## config.mk

```make
export PLATFORM = sky130hd
export DESIGN_NAME = mu_regfront
export DESIGN_NICKNAME = d
export VERILOG_FILES = /design/src/rtl/mu_pkg.sv /design/src/rtl/mu_rxfifo.sv /design/src/rtl/mu_irq_logic.sv /design/src/rtl/mu_regfront.sv
export SDC_FILE = /design/constraint.sdc
export NUM_CORES = 1
export LEC_CHECK = 0
export CAP_MARGIN = 10
export CORE_MARGIN = 8
export CORE_UTILIZATION = 35
export DETAILED_ROUTE_END_ITERATION = 10
export GPL_TIMING_DRIVEN = 0
export SETUP_SLACK_MARGIN = 0.5
export SLEW_MARGIN = 20
export SYNTH_ARGS = -nofsm -noshare
export SYNTH_HDL_FRONTEND = slang
export SYNTH_HIERARCHICAL = 1
export SYNTH_SLANG_ARGS = --single-unit
```

## constraint.sdc

```tcl
create_clock -name clk -period 8.6 [get_ports clk]
set_input_delay 1.72 -clock clk [delete_from_list [all_inputs] [get_ports clk]]
set_output_delay 1.72 -clock clk [all_outputs]
set_load 0.005 [all_outputs]
```

## src/rtl/mu_pkg.sv

```systemverilog
// Shared offsets and constants for the auxiliary UART register front end.
// Assumes word-aligned byte offsets within an 8-bit window.
package mu_pkg;
    localparam logic [7:0] OFF_AGG   = 8'h00;
    localparam logic [7:0] OFF_ENA   = 8'h04;
    localparam logic [7:0] OFF_DATA  = 8'h40;
    localparam logic [7:0] OFF_IEN   = 8'h44;
    localparam logic [7:0] OFF_IID   = 8'h48;
    localparam logic [7:0] OFF_LSTAT = 8'h54;
    localparam logic [7:0] OFF_CTRL  = 8'h60;
    localparam logic [7:0] OFF_XSTAT = 8'h64;

    localparam logic [31:0] FIFO_ON_BITS = 32'h0000_00C0;
    localparam logic [31:0] LSTAT_BASE   = 32'h0000_0060;
    localparam logic [31:0] XSTAT_BASE   = 32'h0000_030E;
    localparam int          XSTAT_LVL_LSB = 16;
endpackage

```

## src/rtl/mu_rxfifo.sv

```systemverilog
// Circular receive FIFO: a read pointer plus a fill count, with the write
// slot derived as (read pointer + count) mod DEPTH. A pop of an empty FIFO
// is ignored. A flush clears the count, wins over a same-cycle push and
// leaves the read pointer in place.
module mu_rxfifo #(
    parameter int DEPTH = 8,
    parameter int DW    = 8,
    localparam int PTR_W = (DEPTH > 1) ? $clog2(DEPTH) : 1,
    localparam int CNT_W = $clog2(DEPTH + 1)
) (
    input  logic             clk,
    input  logic             rst_n,
    input  logic             push_valid,
    input  logic [DW-1:0]    push_data,
    output logic             push_ready,
    input  logic             pop,
    input  logic             flush,
    output logic [DW-1:0]    head_data,
    output logic [CNT_W-1:0] level
);
    logic [DW-1:0]    mem [DEPTH];
    logic [PTR_W-1:0] rd_ptr;
    logic [CNT_W-1:0] cnt;
    logic [CNT_W:0]   slot_sum;
    logic [PTR_W-1:0] wr_slot;
    logic             do_push;
    logic             do_pop;

    // Handshake and qualified push/pop.
    always_comb begin
        push_ready = (cnt < CNT_W'(DEPTH));
        do_push    = push_valid && push_ready && !flush;
        do_pop     = pop && (cnt != '0);
    end

    // Write slot = read pointer + count, folded back into range.
    always_comb begin
        slot_sum = (CNT_W+1)'(rd_ptr) + (CNT_W+1)'(cnt);
        if (slot_sum >= (CNT_W+1)'(DEPTH))
            wr_slot = PTR_W'(slot_sum - (CNT_W+1)'(DEPTH));
        else
            wr_slot = PTR_W'(slot_sum);
    end

    // Storage: written on an accepted push, never reset.
    always_ff @(posedge clk) begin
        if (do_push)
            mem[wr_slot] <= push_data;
    end

    // Read pointer advances with wraparound on a real pop.
    always_ff @(posedge clk) begin
        if (!rst_n)
            rd_ptr <= '0;
        else if (do_pop)
            rd_ptr <= (rd_ptr == PTR_W'(DEPTH - 1)) ? '0 : rd_ptr + 1'b1;
    end

    // Fill count: cleared by flush, otherwise +push -pop.
    always_ff @(posedge clk) begin
        if (!rst_n || flush)
            cnt <= '0;
        else
            cnt <= cnt + CNT_W'(do_push) - CNT_W'(do_pop);
    end

    assign head_data = mem[rd_ptr];
    assign level     = cnt;
endmodule

```

## src/rtl/mu_irq_logic.sv

```systemverilog
// Interrupt-enable register and pending logic. The transmitter is taken as
// always empty, so its pending bit follows its enable alone.
module mu_irq_logic #(
    parameter int CNT_W = 4
) (
    input  logic             clk,
    input  logic             rst_n,
    input  logic             ien_we,
    input  logic [1:0]       ien_wdata,
    input  logic [CNT_W-1:0] level,
    output logic [1:0]       ien,
    output logic [1:0]       pending,
    output logic             irq
);
    // Enable register: only the two enable bits are stored.
    always_ff @(posedge clk) begin
        if (!rst_n)
            ien <= '0;
        else if (ien_we)
            ien <= ien_wdata;
    end

    // Pending bits and the level interrupt they produce.
    always_comb begin
        pending[0] = ien[0] && (level != '0);
        pending[1] = ien[1];
        irq        = |pending;
    end
endmodule

```

## src/rtl/mu_regfront.sv

```systemverilog
// Register front end for an auxiliary UART: decodes word-aligned offsets,
// drains the receive FIFO on data reads, strobes written bytes out and forms
// the status views. Assumes one bus access at most per cycle; read data is
// combinational and side effects land on the closing edge.
module mu_regfront
    import mu_pkg::*;
#(
    parameter int DEPTH = 8,
    localparam int CNT_W = $clog2(DEPTH + 1)
) (
    input  logic        clk,
    input  logic        rst_n,
    input  logic        bus_sel,
    input  logic        bus_wr,
    input  logic [7:0]  bus_addr,
    input  logic [31:0] bus_wdata,
    output logic [31:0] bus_rdata,
    input  logic        rx_valid,
    input  logic [7:0]  rx_data,
    output logic        rx_ready,
    output logic        tx_valid,
    output logic [7:0]  tx_byte,
    output logic        irq
);
    logic             rd_en, wr_en;
    logic             data_pop, fifo_flush, ien_we, tx_we;
    logic [7:0]       head_data;
    logic [CNT_W-1:0] fill_cnt;
    logic [1:0]       ien;
    logic [1:0]       pending;
    logic             has_data;
    logic [23:0]      wdata_unused;

    // Access decode into the individual register actions.
    always_comb begin
        rd_en      = bus_sel && !bus_wr;
        wr_en      = bus_sel && bus_wr;
        data_pop   = rd_en && (bus_addr == OFF_DATA);
        tx_we      = wr_en && (bus_addr == OFF_DATA);
        ien_we     = wr_en && (bus_addr == OFF_IEN);
        fifo_flush = wr_en && (bus_addr == OFF_IID) && bus_wdata[1];
        has_data   = (fill_cnt != '0);
    end

    assign wdata_unused = bus_wdata[31:8];

    mu_rxfifo #(.DEPTH(DEPTH), .DW(8)) u_fifo (
        .clk        (clk),
        .rst_n      (rst_n),
        .push_valid (rx_valid),
        .push_data  (rx_data),
        .push_ready (rx_ready),
        .pop        (data_pop),
        .flush      (fifo_flush),
        .head_data  (head_data),
        .level      (fill_cnt)
    );

    mu_irq_logic #(.CNT_W(CNT_W)) u_irq (
        .clk       (clk),
        .rst_n     (rst_n),
        .ien_we    (ien_we),
        .ien_wdata (bus_wdata[1:0]),
        .level     (fill_cnt),
        .ien       (ien),
        .pending   (pending),
        .irq       (irq)
    );

    // Transmit strobe: one cycle after each data-register write.
    always_ff @(posedge clk) begin
        if (!rst_n) begin
            tx_valid <= 1'b0;
            tx_byte  <= '0;
        end else begin
            tx_valid <= tx_we;
            if (tx_we)
                tx_byte <= bus_wdata[7:0];
        end
    end

    // Read mux over the register views; zero when no read is selected.
    always_comb begin
        bus_rdata = '0;
        if (rd_en) begin
            unique case (bus_addr)
                OFF_AGG:   bus_rdata = {31'b0, irq};
                OFF_ENA:   bus_rdata = 32'h1;
                OFF_DATA:  bus_rdata = {24'b0, head_data};
                OFF_IEN:   bus_rdata = FIFO_ON_BITS | {30'b0, ien};
                OFF_IID:   bus_rdata = FIFO_ON_BITS
                                     | (has_data ? 32'h4 : 32'h2)
                                     | {31'b0, (pending == 2'b00)};
                OFF_LSTAT: bus_rdata = LSTAT_BASE | {31'b0, has_data};
                OFF_CTRL:  bus_rdata = 32'h3;
                OFF_XSTAT: bus_rdata = XSTAT_BASE | {31'b0, has_data}
                                     | (32'(fill_cnt) << XSTAT_LVL_LSB);
                default:   bus_rdata = '0;
            endcase
        end
    end
endmodule

```

# [Word level (Yosys, flattened, before mapping)]
# Memories as Yosys holds them, arrays and structs flattened. A register that Yosys moved wholly into a read port is not among the register bits.
# Index checks and enable logic that the tools add are counted.
[op_classes] addsub=5 magnitude_cmp=2 eq_ne=8 n_mux=9 bitwise_logic=2 reduce_logical=19
[op_table] op="$pmux W20 S8" count=1
[op_table] op="$eq A8 B7 Y1 const B" count=6
[op_table] op="$mux W32" count=1
[op_table] op="$or A10 B20 Y20" count=1
[op_table] op="$mux W3" count=5
[op_table] op="$logic_and A1 B1 Y1" count=11
[op_table] op="$eq A8 B3 Y1 const B" count=1
[op_table] op="$logic_not A8 Y1" count=1
[op_table] op="$or A8 B1 Y8" count=1
[op_table] op="$add A3 B4 Y5" count=1
[op_table] op="$ge A5 B4 Y1 const B" count=1
[op_table] op="$add A4 B1 Y4" count=1
[op_table] op="$lt A4 B4 Y1 const B" count=1
[op_table] op="$reduce_bool A4 Y1" count=1
[op_table] op="$sub A4 B1 Y4" count=1
[op_table] op="$add A3 B1 Y3 const B" count=1
[op_table] op="$eq A3 B3 Y1 const B" count=1
[op_table] op="$logic_not A1 Y1" count=3
[op_table] op="$sub A3 B1 Y3 const B" count=1
[op_table] op="$logic_not A2 Y1" count=1
[op_table] op="$mux W1" count=2
[op_table] op="$reduce_or A2 Y1" count=1
[op_table] op="$logic_or A1 B1 Y1" count=1
[totals] ff_bits=18 ram_bits=64 in_bits=53 wordCells=51 memories=1
[mem_list] memory="u_fifo.mem" depth=8 width=8 rd=1 rd_clocked_by_memory_dff=1 write_ports=1 line="mu_rxfifo.sv:21" rtl="logic [DW-1:0] mem [DEPTH];"

# [Depth between registers and ports, before layout]
# Gate-level depths: netlist (run 1).
[logic_depth] word_depth=7 ltp_mapped=10

# [Hierarchy]
# Netlist (run 1), hierarchy kept.
[modules_own_cells] mod="mu_rxfifo" instances=1 cells_per_inst=159 area_per_inst_um2=3095.5
[modules_own_cells] mod="mu_regfront" instances=1 cells_per_inst=128 area_per_inst_um2=913.4
[modules_own_cells] mod="mu_irq_logic" instances=1 cells_per_inst=9 area_per_inst_um2=97.6

# [Worst setup path before layout (run 1)]
# No wires, ideal clock.
[synth_path] kind="input to output" startpoint="input bus_addr[5]" endpoint="output bus_rdata[7]" t_arrival_ns=3.057 t_required_ns=6.880 path_slack_ns=3.823 path_stages=4 path_buffers=0 cell_sequence="or3b_1 a2111oi_4 o21ai_2 a2111oi_2"
[synth_between] elab_chain_cells=3
[synth_rtl] item="start: declaration" line="mu_regfront.sv:15" rtl="input logic [7:0] bus_addr,"
[synth_rtl] item="$eq A8 B7 Y1, or another cell as far along" line="mu_regfront.sv:86" rtl="unique case (bus_addr)"
[synth_rtl] item="$pmux W20 S8 (*)" line="mu_regfront.sv:86"
[synth_rtl] item="$mux W32 (*)" line="mu_regfront.sv:85" rtl="if (rd_en) begin"
[synth_rtl] item="end: declaration" line="mu_regfront.sv:17" rtl="output logic [31:0] bus_rdata,"
# Every way passes the cells marked *; elsewhere a longest branch is shown, timed or not.

# [Final worst setup path (run 1)]
[layout_path] startpoint="input bus_addr[3]" endpoint="output bus_rdata[16]"
# Same word-level chain as after synthesis.

==> results of run 1 <==
## synth_stat cells (all sizes together), types with 4 or more instances
cell	count	share of area
nand2	21	0.019
clkbuf	6	0.0055
nand3	12	0.015
edfxtp	64	0.47
nand3b	4	0.0073
mux2	10	0.027
inv	9	0.0082
buf	24	0.046
nor2	18	0.016
and2	9	0.014
mux4	16	0.10
o21ai	11	0.014
nor3	5	0.0061
nor4	5	0.0091
ha	7	0.021
dfxtp	21	0.10
mux2i	9	0.022
a2111oi	4	0.016
nand2b	5	0.0076
nor2b	4	0.0061
## worst register-to-register path, cell delays in order (launching register included)
cell                      delay [ps]
sky130_fd_sc_hd__dfxtp_1         370
sky130_fd_sc_hd__ha_1            230
sky130_fd_sc_hd__fa_1            370
sky130_fd_sc_hd__xnor2_1         260
sky130_fd_sc_hd__xor2_1          190
sky130_fd_sc_hd__nor2_1          730
## cell usage in the layout, fill, tap and decap left out, types with 3 or more instances in the layout
master and n:
sky130_fd_sc_hd__edfxtp_1 64, sky130_fd_sc_hd__clkdlybuf4s50_1 53, sky130_fd_sc_hd__nand2_1 21, sky130_fd_sc_hd__buf_4 21
sky130_fd_sc_hd__dfxtp_1 21, sky130_fd_sc_hd__nor2_1 18, sky130_fd_sc_hd__conb_1 18, sky130_fd_sc_hd__mux4_1 15
sky130_fd_sc_hd__nand3_1 12, sky130_fd_sc_hd__o21ai_0 10, sky130_fd_sc_hd__mux2_2 10, sky130_fd_sc_hd__inv_1 9
sky130_fd_sc_hd__and2_1 9, sky130_fd_sc_hd__clkbuf_16 9, sky130_fd_sc_hd__mux2i_1 9, sky130_fd_sc_hd__ha_1 7
sky130_fd_sc_hd__clkbuf_1 6, sky130_fd_sc_hd__nand2b_1 5, sky130_fd_sc_hd__nor3_1 5, sky130_fd_sc_hd__nand3b_1 4
sky130_fd_sc_hd__nor2b_1 4, sky130_fd_sc_hd__nor4_2 3, sky130_fd_sc_hd__a21oi_1 3, sky130_fd_sc_hd__inv_6 3
sky130_fd_sc_hd__xnor2_1 3
## area by class of cell
type	count	area, sq um
tap	143	179
multi-input combinational	189	1590
sequential	85	2340
clock inverter	7	103
clock buffer	9	225
fill	1009	6190
inverter	9	33.8
timing repair buffer	55	543
buffer	30	213
## routing by layer
metal  vias up  global-route usage  share of wire
li1       1255                   -              -
met3         9              0.0349          0.073
met2        90               0.180           0.47
met4         0              0.0503          0.015
met5         -                   0              0
met1      1210               0.139           0.44
## worst max path at each step
stage | startpoint | endpoint | slack (ps) | cells past startpoint
3_3_place_gp | bus_addr[3] | bus_rdata[19] | 2410 | 5
5_1_grt | bus_addr[3] | bus_rdata[16] | 2290 | 5
4_1_cts | bus_addr[3] | bus_rdata[16] | 2430 | 5
3_5_place_dp | bus_addr[3] | bus_rdata[16] | 2440 | 5
6_report | bus_addr[3] | bus_rdata[16] | 2460 | 5
2_1_floorplan | bus_addr[5] | bus_rdata[7] | 3820 | 4
## kinds of logic after synthesis
| family | Yosys count | share of synthesized area |
|---|---|---|
| xor+xnor | 5 | 0.0107 |
| compound gates | 27 | 0.0533 |
| mux | 35 | 0.151 |
| buf+inv | 39 | 0.0600 |
| other cells | 1 | 0.000913 |
| fa+ha+maj | 9 | 0.0311 |
| flops | 85 | 0.570 |
| simple gates | 95 | 0.123 |
## power by group
group | leakage (nW) | switching [mW] | internal (mW) | total, mW
logic | 0.965 | 0.0761 | 0.0660 | 0.142
clock network | 0.157 | 0.154 | 0.258 | 0.412
registers | 0.750 | 0.0141 | 0.471 | 0.485
total | 1.87 | 0.244 | 0.794 | 1.04
## state kept, by name, summed over array words and instances (netlist names), named ones only
signal / count
u_fifo/mem: 64
tx_byte: 8
u_fifo/level: 4
u_fifo/rd_ptr: 3
u_irq/ien: 2
tx_valid: 1
## per-stage QoR
step / util / std cells
after floorplan: - / 313
after global placement: 0.427 / 509
after detailed placement: 0.430 / 511
after CTS: 0.458 / 527
after global routing: 0.458 / 527
final: 0.458 / 527
==> impl_metrics.yaml, run 1 <==
status:
  status: "completed"
routing:
  drt_wl_total_um: 8660
  avgViaCountPerCell: 4.87
  post_drt_wl_per_cell_um: 16.4
  vias: 2564
  number_of_drc_markers_after_the_initial_detailed_route_iteration: 141
  detail-route-antenna-nets: 0
  drt_pass1_iterations: 5
  drc: 0
timing:
  timing.final.max_slew_violations: 0
  fin_ws_ps: 2460
  rsz_0062_raised_after_global_routing: "no"
  worst-slew-pin-transition_ps: 903
  maxClockFrequency_ghz: 0.163
  min_period_ps: 6140
  timing.clock.skew_ps: 9.01
  setup-tns-final_ps: 0
  worst_hold_slack_ps: 467
  finalSetupViolations: 0
  slew_headroom: 0.396
  timing_hold_violations_final: 0
  final.period_utilization: 0.714
clocking:
  cts_buffer_depth: 2
  cts_root_buf: "sky130_fd_sc_hd__clkbuf_16"
  clk_pin_slew_worst_paths_ps: 60
  postCtsHoldBufs: 0
  tritoncts_clock_tree: "built"
  cts-buffers-inserted: 9
  worstSkewPairLatency_ps: 330
  postCtsResizedCells: 0
  post-cts-setup-buffers: 0
  h-tree-depth: 3
  clock_sinks: 85
final_layout:
  final_cell_area_sq_um: 5230
  diodes: 0
  final_layout_size_suffix_gt1_frac: 0.159
  area.growth.synth_to_final_pct: 27.4
  final_net_count: 441
global_route:
  grt_first_pass_wirelength_um: 13900
  grt.overflow.total: 0
  global_route.usage.total: 0.113
  grt_antenna_before_repair: 0
  grt_pass1_vias: 2550
  grt_max_degree: 17
worst_hold_path:
  beginning_of_the_worst_hold_path: "tx_byte[0]"
  hold_crit_path_type: "register to register"
  hold-path-endpoint: "tx_byte[0]"
  worstHoldPathCells: 2
synthesis:
  ys.flop_type: "sky130_fd_sc_hd__edfxtp_1"
  synth-edff-count: 64
  syn_avg_cell_area_sq_um: 13.9
  synth.ff_latch_count: 85
  synth-seq-area-share: 0.570
  synth.lib_cells_used.distinct: 52
  yosysWarningCount: 6
  async_reset_ff_frac: 0
  syn_inst: 296
  syn-cell-area_sq_um: 4110
setup_path:
  startpoint_of_the_worst_slack_reg_to_reg_timing_path: "u_fifo/level[0]"
  criticalPathCategory: "input pin to primary output"
  setup.worst_path.end_class: "primary output"
  setup.reg_to_reg.worst_slack_ps: 6060
  worst-path-max-fanout: 8
  start_kind: "input pin"
  cp.buffers_inverters: 2
  crit_slowest_cell: "sky130_fd_sc_hd__nor4_2"
  critical_path.most_common_cell: "sky130_fd_sc_hd__clkdlybuf4s50_1"
  critical-path-top-delay-family: "simple AND/OR/NAND/NOR gates"
  worst-endpoint-arrival_ps: 4420
  critPathMaxStageDelay_ps: 720
  reg2reg_depth: 5
  critical_path.reg2reg.endpoint: "u_fifo/mem[7][0]"
  worstPathRequired_ps: 6880
  cp_cell_sequence: "clkdlybuf4s50_1, or4b_1, nor4_2, and2_1, clkdlybuf4s50_1"
floorplanning:
  core.rowCount: 39
  initial_core_util: 0.360
  core_sq_um: 11400
  die_area_sq_um: 15500
  floorplan.die.width_um: 124
  die_y_extent_um: 124
  io-pin-count: 96
place:
  dpl-instance-area_sq_um: 4900
  gp_routability_congestion: 0.839
  dp_worst_setup_slack_ps: 2440
  detailed_place_hpwl_um: 6390
  port-buffer-count: 53
pwr:
  total_power_mw: 1.04
  p_leak_nw: 1.87
  vdd.ir_drop.worst_uv: 109
  power_density_nw_per_um2: 199
flow_run:
  cap_violations: 0
Power figures use the tool's default switching activity.
==> inputs of run 2 (changes only) <==
clock period = 6.15 ns   (was 8.6 ns; I/O delays follow)
==> results of run 2 <==
Same layout as run 1 (identical final DEF). Status: completed.
Among the figures that moved: setup slack after placement 2440 ps -> 966 ps; setup slack after layout 2460 ps -> 986 ps; register-to-register setup slack 6060 ps -> 3610 ps; total power 1.04 mW -> 1.45 mW; worst IR drop on VDD 109 uV -> 153 uV
